## config.mk

```make
export PLATFORM = sky130hd
export DESIGN_NAME = flow_sequencer
export DESIGN_NICKNAME = d
export VERILOG_FILES = /design/src/rtl/flow_seq_pkg.sv /design/src/rtl/flow_seq_ctrl.sv /design/src/rtl/flow_seq_dp.sv /design/src/rtl/flow_sequencer.sv
export SDC_FILE = /design/constraint.sdc
export NUM_CORES = 1
export LEC_CHECK = 0
export ABC_AREA = 0
export BUFFER_PORTS_ARGS = -buffer_cell sky130_fd_sc_hd__buf_2
export CAP_MARGIN = 10
export CORE_ASPECT_RATIO = 0.6
export CORE_UTILIZATION = 55
export DETAILED_ROUTE_END_ITERATION = 6
export PLACE_DENSITY = 0.73
export SLEW_MARGIN = 30
export SYNTH_ARGS = -nofsm -noshare
export SYNTH_HDL_FRONTEND = slang
export SYNTH_SLANG_ARGS = --single-unit
```

## constraint.sdc

```tcl
create_clock -name clk -period 8.3 [get_ports clk]
set_input_delay 1.66 -clock clk [delete_from_list [all_inputs] [get_ports clk]]
set_output_delay 1.66 -clock clk [all_outputs]
set_load 0.01 [all_outputs]
```

## src/rtl/flow_seq_pkg.sv

```systemverilog
package flow_seq_pkg;

  typedef enum logic [3:0] {
    OP_NOP   = 4'd0,
    OP_END   = 4'd1,
    OP_JMPC  = 4'd2,
    OP_JMPU  = 4'd3,
    OP_CALL  = 4'd4,
    OP_CALLU = 4'd5,
    OP_CALLC = 4'd6,
    OP_IFU   = 4'd7,
    OP_IFC   = 4'd8,
    OP_LOOP  = 4'd9
  } op_e;

  typedef enum logic [2:0] {
    PC_HOLD,
    PC_INC,
    PC_DEST,
    PC_PUSH,
    PC_RET,
    PC_LOOP,
    PC_START
  } pc_sel_e;

  typedef enum logic [1:0] {
    RK_CALL,
    RK_IFT,
    RK_IFF,
    RK_LOOP
  } rec_kind_e;

  typedef struct packed {
    pc_sel_e   pcSel;
    logic      push;
    rec_kind_e kind;
    logic      pop;
    logic      decRep;
    logic      bumpLoop;
    logic      loadLoop;
    logic      clear;
  } seq_strobe_t;

endpackage

```

## src/rtl/flow_seq_ctrl.sv

```systemverilog
module flow_seq_ctrl
  import flow_seq_pkg::*;
#(
  parameter int NB     = 16,
  parameter int BIDX_W = 4
) (
  input  logic              clk,
  input  logic              rstN,
  input  logic              start,
  input  logic              instValid,
  input  logic [3:0]        instOp,
  input  logic              instCountLsb,
  input  logic [BIDX_W-1:0] instBoolIdx,
  input  logic              condTrue,
  input  logic [NB-1:0]     boolUniforms,
  input  logic              stackEmpty,
  input  logic              stackFull,
  input  logic              topMatch,
  input  logic              topRepZero,
  output seq_strobe_t       strobe,
  output logic              instReady,
  output logic              endFlag,
  output logic              ovfFlag
);

  logic running;
  logic unwind;
  logic exec;
  logic boolSel;
  logic doCall;
  logic setEnd;
  logic setOvf;
  rec_kind_e callKind;

  always_comb begin
    unwind    = running && !stackEmpty && topMatch;
    instReady = running && !unwind;
    exec      = instReady && instValid;
    boolSel   = boolUniforms[instBoolIdx];
    strobe       = '0;
    strobe.pcSel = PC_HOLD;
    strobe.kind  = RK_CALL;
    doCall   = 1'b0;
    callKind = RK_CALL;
    setEnd   = 1'b0;
    setOvf   = 1'b0;
    if (start) begin
      strobe.pcSel = PC_START;
      strobe.clear = 1'b1;
    end else if (unwind) begin
      strobe.bumpLoop = 1'b1;
      if (topRepZero) begin
        strobe.pop   = 1'b1;
        strobe.pcSel = PC_RET;
      end else begin
        strobe.decRep = 1'b1;
        strobe.pcSel  = PC_LOOP;
      end
    end else if (exec) begin
      strobe.pcSel = PC_INC;
      case (op_e'(instOp))
        OP_END: begin
          setEnd       = 1'b1;
          strobe.pcSel = PC_HOLD;
        end
        OP_JMPC:  if (condTrue) strobe.pcSel = PC_DEST;
        OP_JMPU:  if (boolSel == !instCountLsb) strobe.pcSel = PC_DEST;
        OP_CALL:  doCall = 1'b1;
        OP_CALLU: doCall = boolSel;
        OP_CALLC: doCall = condTrue;
        OP_IFU: begin
          doCall   = 1'b1;
          callKind = boolSel ? RK_IFT : RK_IFF;
        end
        OP_IFC: begin
          doCall   = 1'b1;
          callKind = condTrue ? RK_IFT : RK_IFF;
        end
        OP_LOOP: begin
          doCall   = 1'b1;
          callKind = RK_LOOP;
        end
        default: ;
      endcase
      if (doCall) begin
        if (stackFull) begin
          setOvf = 1'b1;
        end else begin
          strobe.push     = 1'b1;
          strobe.kind     = callKind;
          strobe.pcSel    = PC_PUSH;
          strobe.loadLoop = (callKind == RK_LOOP);
        end
      end
    end
  end

  always_ff @(posedge clk) begin
    if (!rstN) begin
      running <= 1'b0;
      endFlag <= 1'b0;
      ovfFlag <= 1'b0;
    end else begin
      if (start) begin
        running <= 1'b1;
        endFlag <= 1'b0;
      end else if (setEnd) begin
        running <= 1'b0;
        endFlag <= 1'b1;
      end
      if (setOvf) ovfFlag <= 1'b1;
    end
  end

  p_ovf_sticky_r10: assert property (@(posedge clk) disable iff (!rstN)
    ovfFlag |=> ovfFlag);

  p_end_stops_r11: assert property (@(posedge clk) disable iff (!rstN)
    (endFlag && !start) |=> !instReady);

  p_one_action_r12: assert property (@(posedge clk) disable iff (!rstN)
    $countones({strobe.push, strobe.pop, strobe.decRep}) <= 1);

endmodule

```

## src/rtl/flow_seq_dp.sv

```systemverilog
module flow_seq_dp
  import flow_seq_pkg::*;
#(
  parameter int PC_W   = 12,
  parameter int DEPTH  = 16,
  parameter int LA_W   = 8,
  parameter int UB_W   = 8,
  parameter int NI     = 4,
  parameter int IIDX_W = 2
) (
  input  logic                  clk,
  input  logic                  rstN,
  input  seq_strobe_t           strobe,
  input  logic [PC_W-1:0]       startOffset,
  input  logic [PC_W-1:0]       instDest,
  input  logic [PC_W-1:0]       instCount,
  input  logic [IIDX_W-1:0]     instIntIdx,
  input  logic [NI*3*UB_W-1:0]  intUniforms,
  output logic [PC_W-1:0]       pc,
  output logic [LA_W-1:0]       loopAddr,
  output logic                  stackEmpty,
  output logic                  stackFull,
  output logic                  topMatch,
  output logic                  topRepZero
);

  localparam int DEP_W = $clog2(DEPTH + 1);
  localparam int IDX_W = (DEPTH > 1) ? $clog2(DEPTH) : 1;
  localparam int IU_W  = 3 * UB_W;

  logic [DEP_W-1:0] depthQ;
  logic [PC_W-1:0]  recEnd   [DEPTH];
  logic [PC_W-1:0]  recRet   [DEPTH];
  logic [PC_W-1:0]  recStart [DEPTH];
  logic [UB_W-1:0]  recRep   [DEPTH];
  logic [UB_W-1:0]  recInc   [DEPTH];

  logic [IDX_W-1:0] topIdx;
  logic [IDX_W-1:0] pushIdx;
  logic [PC_W-1:0]  pcPlus1;
  logic [PC_W-1:0]  tgtV, endV, retV, pcNext;
  logic [UB_W-1:0]  repV, incV;
  logic [UB_W-1:0]  uX, uY, uZ;
  logic [PC_W-1:0]  topRet, topStart;

  assign uX = intUniforms[instIntIdx*IU_W +: UB_W];
  assign uY = intUniforms[instIntIdx*IU_W + UB_W +: UB_W];
  assign uZ = intUniforms[instIntIdx*IU_W + 2*UB_W +: UB_W];

  assign topIdx     = IDX_W'(depthQ - DEP_W'(1));
  assign pushIdx    = IDX_W'(depthQ);
  assign stackEmpty = (depthQ == '0);
  assign stackFull  = (depthQ == DEP_W'(DEPTH));
  assign topMatch   = (pc == recEnd[topIdx]);
  assign topRepZero = (recRep[topIdx] == '0);
  assign topRet     = recRet[topIdx];
  assign topStart   = recStart[topIdx];
  assign pcPlus1    = pc + PC_W'(1);

  always_comb begin
    repV = '0;
    incV = '0;
    case (strobe.kind)
      RK_IFT: begin
        tgtV = pcPlus1;
        endV = pcPlus1 + (instDest - pc - PC_W'(1));
        retV = instDest + instCount;
      end
      RK_IFF: begin
        tgtV = instDest;
        endV = instDest + instCount;
        retV = instDest + instCount;
      end
      RK_LOOP: begin
        tgtV = pcPlus1;
        endV = pcPlus1 + (instDest - pc + PC_W'(1));
        retV = instDest + PC_W'(1);
        repV = uX;
        incV = uZ;
      end
      default: begin
        tgtV = instDest;
        endV = instDest + instCount;
        retV = pcPlus1;
      end
    endcase
  end

  always_comb begin
    case (strobe.pcSel)
      PC_INC:   pcNext = pcPlus1;
      PC_DEST:  pcNext = instDest;
      PC_PUSH:  pcNext = tgtV;
      PC_RET:   pcNext = topRet;
      PC_LOOP:  pcNext = topStart;
      PC_START: pcNext = startOffset;
      default:  pcNext = pc;
    endcase
  end

  always_ff @(posedge clk) begin
    if (!rstN) begin
      pc       <= '0;
      loopAddr <= '0;
      depthQ   <= '0;
    end else begin
      pc <= pcNext;
      if (strobe.loadLoop)
        loopAddr <= LA_W'(uY);
      else if (strobe.bumpLoop)
        loopAddr <= loopAddr + LA_W'(recInc[topIdx]);
      if (strobe.clear)
        depthQ <= '0;
      else if (strobe.push)
        depthQ <= depthQ + DEP_W'(1);
      else if (strobe.pop)
        depthQ <= depthQ - DEP_W'(1);
    end
  end

  always_ff @(posedge clk) begin
    for (int g = 0; g < DEPTH; g++) begin
      if (strobe.push && !strobe.clear && pushIdx == IDX_W'(g)) begin
        recEnd[g]   <= endV;
        recRet[g]   <= retV;
        recStart[g] <= tgtV;
        recRep[g]   <= repV;
        recInc[g]   <= incV;
      end else if (strobe.decRep && topIdx == IDX_W'(g)) begin
        recRep[g] <= recRep[g] - UB_W'(1);
      end
    end
  end

  p_step_r3: assert property (@(posedge clk) disable iff (!rstN)
    (strobe.pcSel == PC_INC) |=> pc == $past(pc) + PC_W'(1));

  p_push_depth_r5: assert property (@(posedge clk) disable iff (!rstN)
    (strobe.push && !strobe.clear) |=> depthQ == $past(depthQ) + DEP_W'(1));

  p_pop_ret_r6: assert property (@(posedge clk) disable iff (!rstN)
    strobe.pop |=> (pc == $past(topRet)) && (depthQ == $past(depthQ) - DEP_W'(1)));

  p_repeat_r7: assert property (@(posedge clk) disable iff (!rstN)
    strobe.decRep |=> (pc == $past(topStart)) && $stable(depthQ));

  p_loop_load_r9: assert property (@(posedge clk) disable iff (!rstN)
    strobe.loadLoop |=> loopAddr == LA_W'($past(uY)));

  p_no_overflow_r10: assert property (@(posedge clk) disable iff (!rstN)
    depthQ <= DEP_W'(DEPTH));

endmodule

```

## src/rtl/flow_sequencer.sv

```systemverilog
module flow_sequencer
  import flow_seq_pkg::*;
#(
  parameter int PC_W  = 12,
  parameter int DEPTH = 16,
  parameter int NB    = 16,
  parameter int NI    = 4,
  parameter int UB_W  = 8,
  parameter int LA_W  = 8,
  localparam int BIDX_W = (NB > 1) ? $clog2(NB) : 1,
  localparam int IIDX_W = (NI > 1) ? $clog2(NI) : 1
) (
  input  logic                  clk,
  input  logic                  rstN,
  input  logic                  start,
  input  logic [PC_W-1:0]       startOffset,
  input  logic                  instValid,
  output logic                  instReady,
  input  logic [3:0]            instOp,
  input  logic [PC_W-1:0]       instDest,
  input  logic [PC_W-1:0]       instCount,
  input  logic [BIDX_W-1:0]     instBoolIdx,
  input  logic [IIDX_W-1:0]     instIntIdx,
  input  logic                  condTrue,
  input  logic [NB-1:0]         boolUniforms,
  input  logic [NI*3*UB_W-1:0]  intUniforms,
  output logic [PC_W-1:0]       pc,
  output logic [LA_W-1:0]       loopAddr,
  output logic                  endFlag,
  output logic                  stackOverflow
);

  seq_strobe_t strobe;
  logic stackEmpty, stackFull, topMatch, topRepZero;

  flow_seq_ctrl #(.NB(NB), .BIDX_W(BIDX_W)) u_ctrl (
    .clk(clk), .rstN(rstN), .start(start), .instValid(instValid),
    .instOp(instOp), .instCountLsb(instCount[0]), .instBoolIdx(instBoolIdx),
    .condTrue(condTrue), .boolUniforms(boolUniforms),
    .stackEmpty(stackEmpty), .stackFull(stackFull), .topMatch(topMatch),
    .topRepZero(topRepZero), .strobe(strobe), .instReady(instReady),
    .endFlag(endFlag), .ovfFlag(stackOverflow)
  );

  flow_seq_dp #(.PC_W(PC_W), .DEPTH(DEPTH), .LA_W(LA_W), .UB_W(UB_W),
                .NI(NI), .IIDX_W(IIDX_W)) u_dp (
    .clk(clk), .rstN(rstN), .strobe(strobe), .startOffset(startOffset),
    .instDest(instDest), .instCount(instCount), .instIntIdx(instIntIdx),
    .intUniforms(intUniforms), .pc(pc), .loopAddr(loopAddr),
    .stackEmpty(stackEmpty), .stackFull(stackFull), .topMatch(topMatch),
    .topRepZero(topRepZero)
  );

  p_end_hold_r11: assert property (@(posedge clk) disable iff (!rstN)
    (endFlag && !start) |=> $stable(pc));

  p_start_load_r2: assert property (@(posedge clk) disable iff (!rstN)
    start |=> (pc == $past(startOffset)) && !endFlag);

endmodule

```

==> results.sh, run 1 <==
export IMPL_place_hpwl_mm=71.2
export IMPL_syn_num_nets=2773
export IMPL_ys_async_sr_fraction=0
export IMPL_syn_avg_cell_area_um2=16.1
export IMPL_synth_top_area_share=0.615
export IMPL_ys_dominant_reg_cell="edfxtp_1"
export IMPL_rr_endpoint="u_dp.recRet[8][9]$_DFFE_PP_"
export IMPL_via_per_inst=6.57
export IMPL_postLayoutSetupSlackWorst_ps=1700
export IMPL_grt_pass1_wl_mm=162
export IMPL_power_density_mw_per_mm2=205
export IMPL_hold_viol=0
export IMPL_multi_input_area_mm2=0.0141
export IMPL_setup_violations=0
export IMPL_crit_arrival_ps=4940
export IMPL_core_mm2=0.0725
export IMPL_tightest_slew_ps=1090
export IMPL_fin_tns_setup_ps=0
export IMPL_layout_area_seq_mm2=0.0255
export IMPL_dr_pass1_iters=7
export IMPL_overflow=0
export IMPL_drv_slew=0
export IMPL_crit_path_end_kind="primary output"
export IMPL_path_buf_inv=2
export IMPL_grtUsageTotal=0.301
export IMPL_die_y_um=213
export IMPL_areaGrowthSynthToFinish_pct=12.3
export IMPL_cts_repair_resized=0
export IMPL_r2r_start="u_dp.depthQ[0]$_SDFFE_PP0P_"
export IMPL_fmax_mhz=152
export IMPL_synth_area_leaders="edfxtp_1 (61%), mux4_2 (14%), mux2i_1 (3.8%)"
export IMPL_io_pins=186
export IMPL_nets=2991
export IMPL_grt_util_met3=0.0833
export IMPL_crit_slowest_cell="ha_4"
export IMPL_cts_max_path_buffers=3
export IMPL_cts_tree="built"
export IMPL_clk_pin_slew_ps=70
export IMPL_numPortBuffers=185
export IMPL_initial_core_util=0.561
export IMPL_path_cells="inv_1 > ha_4 > mux4_2 > mux2i_1 > o21ai_0 > nor4_1 > o21ai_1 > or3_1 > and2_1 > buf_2"
export IMPL_grt_antenna_before_repair=3
export IMPL_synth_edf_count=832
export IMPL_cellLeakagePower_nw=16.1
export IMPL_rr_worst_depth=16
export IMPL_hold_path_class="reg2reg"
export IMPL_crit_required_ps=6640
export IMPL_drive_above_1_share=0.242
export IMPL_grt_use_met2=0.433
export IMPL_finalCritPeriodShare=0.795
export IMPL_netlist_instances=2517
export IMPL_yosysTopAreaCell="edfxtp_1"
export IMPL_cts_sinks=860
export IMPL_synthDistinctLibCells=79
export IMPL_post_route_min_period_ps=6600
export IMPL_rows=76
export IMPL_post_place_ws_ps=1140
export IMPL_path_class="reg2out"
export IMPL_drt_initial_drc_count=3352
export IMPL_worst_skew_pair_late_latency_ps=650
export IMPL_drt_antenna_violating_nets=0
export IMPL_routedWlPerCell_um=29.7
export IMPL_rrSetupSlack_ps=1760
export IMPL_cts_inserted_buffers=79
export IMPL_slew_headroom=0.265
export IMPL_ir_drop_v=0.000171
export IMPL_power_total_w=0.00936
export IMPL_cts_max_level=3
export IMPL_root_buffer="clkbuf_16"
export IMPL_fin_worst_skew_ps=29.3
export IMPL_route_vias_total=24800
export IMPL_wl_mm=112
export IMPL_grt_use_met1=0.452
export IMPL_cp_depth=10
export IMPL_hold_start="u_dp.loopAddr[0]$_SDFFE_PN0P_"
export IMPL_fill_cells=5114
export IMPL_yosys_warnings=0
export IMPL_cp_slowest_stage_delay_ps=920
export IMPL_synth_seq_cells=860
export IMPL_die_w_um=353
export IMPL_status="finished, final reports clean"
export IMPL_first_global_vias=24400
export IMPL_crit_path_max_fanout=62
export IMPL_drc=0
export IMPL_critPathLaunchType="flip-flop"
export IMPL_rsz0062_at_grt="false"
export IMPL_holdPathEnd="u_dp.loopAddr[0]$_SDFFE_PN0P_"
export IMPL_ys_seq_area_frac=0.629
export IMPL_hold_buffers=0
export IMPL_holdPathStages=2
export IMPL_grt_busiest_layer="met1"
export IMPL_critPathTopFamily="simple AND/OR/NAND/NOR gates"
export IMPL_syn_cell_area_mm2=0.0406
export IMPL_drv_cap=0
export IMPL_post_cts_buffers=0
export IMPL_grt_max_degree=104
export IMPL_die_area_mm2=0.0750
export IMPL_place_congestion=0.970
## synth_stat cells, drive strengths merged (4+ instances only)
library cell,instances
o211ai,8
nor2,104
mux2,7
ha,88
o21bai,10
o22a,4
nor3,59
or4,20
a21boi,6
nor2b,10
nand2,106
fa,5
a221oi,16
a31o,6
nand2b,18
nand3b,8
or3,17
or2,10
a31oi,23
a21oi,46
nand3,33
xnor2,125
o41a,4
o31a,4
nor4,16
a211oi,7
mux2i,153
a21o,11
edfxtp,832
inv,133
and2,18
nor3b,15
clkbuf,55
dfxtp,28
xor2,46
a22oi,6
and3,26
buf,68
nor4b,6
o22ai,4
o21ai,69
o21a,10
mux4,245
## where the power goes
part / switching, W / leakage, nW / internal (W)
clock network: 0.00165 / 1.28 / 0.00210
registers: 0.0000222 / 8.11 / 0.00480
logic: 0.000489 / 6.76 / 0.000304
## through the flow
| step | area (um2) | utilization | std cells | hold WS [ps] |
|---|---|---|---|---|
| floorplan | 40600 | - | 2517 | 504 |
| global placement | 42900 | 0.592 | 3626 | 499 |
| detailed placement | 42900 | 0.592 | 3627 | 512 |
| CTS | 45600 | 0.629 | 3772 | 522 |
| global route | 45600 | 0.630 | 3775 | 543 |
| finish | 45600 | 0.630 | 3775 | 524 |
## cells in the final DEF (no fill, tap or decap), types with 11 or more instances in the layout
| cell type | Yosys | layout |
|---|---|---|
| edfxtp_1 | 832 | 832 |
| mux4_2 | 245 | 245 |
| buf_2 | 29 | 186 |
| mux2i_1 | 153 | 152 |
| inv_1 | 132 | 132 |
| xnor2_1 | 125 | 125 |
| nand2_1 | 106 | 103 |
| nor2_1 | 104 | 100 |
| ha_1 | 88 | 86 |
| clkbuf_16 | 0 | 80 |
| buf_4 | 13 | 67 |
| o21ai_0 | 64 | 63 |
| nor3_1 | 58 | 53 |
| xor2_1 | 45 | 45 |
| a21oi_1 | 46 | 44 |
| nand3_1 | 32 | 32 |
| dfxtp_1 | 28 | 27 |
| a31oi_1 | 23 | 23 |
| and3_1 | 26 | 20 |
| or4_1 | 20 | 20 |
| nand2b_1 | 18 | 18 |
| or3_1 | 17 | 17 |
| a221oi_1 | 16 | 16 |
| and2_1 | 17 | 15 |
| nor3b_1 | 15 | 15 |
| clkinv_1 | 2 | 14 |
| clkbuf_1 | 55 | 14 |
| nor4_1 | 14 | 13 |
| clkinv_2 | 0 | 12 |
| a21o_1 | 11 | 11 |
## cell type report
type | instances | share of cell area
Antenna cell | 1 | 0.0000549
Clock buffer | 97 | 0.0459
Clock inverter | 48 | 0.0122
Inverter | 135 | 0.0111
Multi-Input combinational cell | 1399 | 0.309
Sequential cell | 860 | 0.560
Tap cell | 975 | 0.0267
Timing Repair Buffer | 260 | 0.0345
## registers in the layout, indices dropped and copies added (netlist names)
signal and flops:
u_dp.recEnd 192, u_dp.recRet 192, u_dp.recStart 192, u_dp.recInc 128
u_dp.recRep 128, u_dp.pc 12, u_dp.loopAddr 8, u_dp.depthQ 5
u_ctrl.endFlag 1, u_ctrl.ovfFlag 1, u_ctrl.running 1
## routing by layer
| layer | up-vias | part of all wire | routed length (um) |
|---|---|---|---|
| li1 | 10300 | - | - |
| met1 | 12700 | 0.42 | 46800 |
| met2 | 1546 | 0.43 | 48200 |
| met3 | 202 | 0.12 | 14000 |
| met4 | 2 | 0.026 | 2940 |
| met5 | - | 0.00012 | 13 |
## kinds of logic after synthesis
| group | Yosys count | share of synthesized area |
|---|---|---|
| mux | 405 | 0.175 |
| fa+ha+maj | 93 | 0.0296 |
| compound gates | 256 | 0.0414 |
| buf+inv | 258 | 0.0270 |
| xor+xnor | 172 | 0.0379 |
| flops | 860 | 0.629 |
| simple gates | 473 | 0.0600 |
## worst min-delay path: stages, from the launching register on
cell      delay [ps]
dfxtp_1          330
nand2b_1          70
a31oi_1           80
## worst max-delay path by stage
stage / from / endpoint / slack (ps)
finish: u_dp.depthQ[0]$_SDFFE_PP0P_ / instReady / 1700
global route: u_dp.depthQ[0]$_SDFFE_PP0P_ / u_dp.recEnd[7][10]$_DFFE_PP_ / 1560
CTS: u_dp.depthQ[0]$_SDFFE_PP0P_ / u_dp.recEnd[12][11]$_DFFE_PP_ / 1140
detailed placement: u_dp.depthQ[0]$_SDFFE_PP0P_ / u_dp.recEnd[1][11]$_DFFE_PP_ / 1140
global placement: instDest[0] / u_dp.recEnd[0][11]$_DFFE_PP_ / 1400
floorplan: u_dp.depthQ[0]$_SDFFE_PP0P_ / u_dp.recEnd[1][0]$_DFFE_PP_ / 1050
(Power assumes the default switching activity.)
==> inputs of run 2 (changes only) <==
- clock period: 8.3 -> 6.4 ns (I/O delays scaled with it)
==> run 2 against run 1 <==
  * Count of clock-buffer cells in the layout is 4 higher
  * Clock power is 25% higher
  * Utilization is 0.38 points higher
  * Wire length is 1.6% lower
  * Critical endpoint unchanged
  * Largest cell class unchanged
==> results.sh, run 2 (synthesized netlist as in run 1, its figures left out) <==
export IMPL_status="finished, final reports clean"
export IMPL_areaGrowthSynthToFinish_pct=12.9
export IMPL_hold_path_class="reg2reg"
export IMPL_numPortBuffers=185
export IMPL_cts_max_level=3
export IMPL_crit_required_ps=5120
export IMPL_grt_pass1_wl_mm=161
export IMPL_die_w_um=353
export IMPL_io_pins=186
export IMPL_place_inst=3660
export IMPL_finalCritPeriodShare=0.941
export IMPL_initial_core_util=0.561
export IMPL_first_global_vias=24600
export IMPL_nets=3021
export IMPL_via_per_inst=6.51
export IMPL_whs_ps=526
export IMPL_slew_headroom=0.296
export IMPL_cts_tree="built"
export IMPL_power_density_mw_per_mm2=260
export IMPL_grtUsageTotal=0.296
export IMPL_crit_path_max_fanout=23
export IMPL_path_class="reg2out"
export IMPL_routedWlPerCell_um=29.0
export IMPL_crit_arrival_ps=4740
export IMPL_route_vias_total=24800
export IMPL_cellLeakagePower_nw=16.2
export IMPL_wl_mm=110
export IMPL_drc=0
export IMPL_die_y_um=213
export IMPL_drt_initial_drc_count=3330
export IMPL_most_common_layout_cells="edfxtp_1 (832), mux4_2 (245), buf_2 (184), mux2i_1 (152), inv_1 (132)"
export IMPL_fmax_mhz=166
export IMPL_post_cts_buffers=0
export IMPL_core_mm2=0.0725
export IMPL_drt_antenna_violating_nets=0
export IMPL_rsz0062_at_grt="false"
export IMPL_cts_max_path_buffers=3
export IMPL_hold_buffers=0
export IMPL_clk_pin_slew_ps=70
export IMPL_grt_antenna_before_repair=6
export IMPL_drv_cap=0
export IMPL_final_area_mm2=0.0459
export IMPL_fin_cells=3804
export IMPL_rrSetupSlack_ps=810
export IMPL_reg_top3="u_dp.recEnd (192), u_dp.recRet (192), u_dp.recStart (192)"
export IMPL_hold_viol=0
export IMPL_fin_worst_skew_ps=25.6
export IMPL_post_route_min_period_ps=6020
export IMPL_critPathLaunchType="flip-flop"
export IMPL_cts_inserted_buffers=78
export IMPL_cts_sinks=860
export IMPL_dr_pass1_iters=6
export IMPL_place_congestion=0.965
export IMPL_crit_path_end_kind="primary output"
export IMPL_root_buffer="clkbuf_16"
export IMPL_setup_violations=0
export IMPL_drv_slew=0
export IMPL_worst_skew_pair_late_latency_ps=650
export IMPL_die_area_mm2=0.0750
export IMPL_fin_tns_setup_ps=0
export IMPL_cts_repair_resized=0
export IMPL_grt_max_degree=106
export IMPL_place_hpwl_mm=70.3
export IMPL_final_common_cell="edfxtp_1"
export IMPL_rows=76
export IMPL_placed_area_mm2=0.0434
export IMPL_overflow=0
export IMPL_drive_above_1_share=0.248
export IMPL_tightest_slew_ps=1060
export IMPL_ir_drop_v=0.000230
==> run 2: path summary, 6_finish.rpt <==
path | start | endpoint | cells past startpoint
max reg2reg | u_dp.depthQ[1]$_SDFFE_PP0P_ | u_dp.recRet[2][9]$_DFFE_PP_ | 18
max | u_dp.depthQ[1]$_SDFFE_PP0P_ | instReady | 10
min | u_dp.loopAddr[0]$_SDFFE_PN0P_ | u_dp.loopAddr[0]$_SDFFE_PN0P_ | 2
min reg2reg | u_dp.loopAddr[0]$_SDFFE_PN0P_ | u_dp.loopAddr[0]$_SDFFE_PN0P_ | 2
==> run 2: metal layers <==
layer	part of all wire	up-vias	track usage
li1	-	10400	-
met4	0.020	2	0.0735
met2	0.45	1493	0.439
met3	0.12	164	0.0743
met5	0.000064	-	0
met1	0.42	12700	0.442
==> run 2: worst max-delay path, stage by stage, from the launching register on <==
cell,delay [ps]
dfxtp_1,480
inv_1,170
ha_4,610
buf_12,260
mux4_2,320
mux4_2,510
xnor2_1,340
nand4_2,390
or3_1,570
and2_1,240
buf_2,160
==> run 2: power breakdown <==
group	total [W]	internal (W)	switching (W)
logic	0.000989	0.000396	0.000593
clock network	0.00469	0.00257	0.00211
registers	0.00624	0.00622	0.0000221
total	0.0119	0.00919	0.00273
==> run 2: per-stage QoR <==
step           power, W  utilization  setup slack [ps]
5_1_grt          0.0122        0.633               208
4_1_cts          0.0119        0.633               472
2_1_floorplan   0.00699            -               330
3_3_place_gp    0.00730        0.598               176
6_report         0.0119        0.633               377
3_5_place_dp    0.00733        0.598             -23.8
==> run 2: final cells by class <==
cell class	count	area, um2
Sequential cell	860	25500
Timing Repair Buffer	291	1960
Clock inverter	38	405
Clock buffer	101	2090
Multi-Input combinational cell	1399	14100
Fill cell	5139	26600
Antenna cell	5	12.5
Inverter	135	507
Tap cell	975	1220
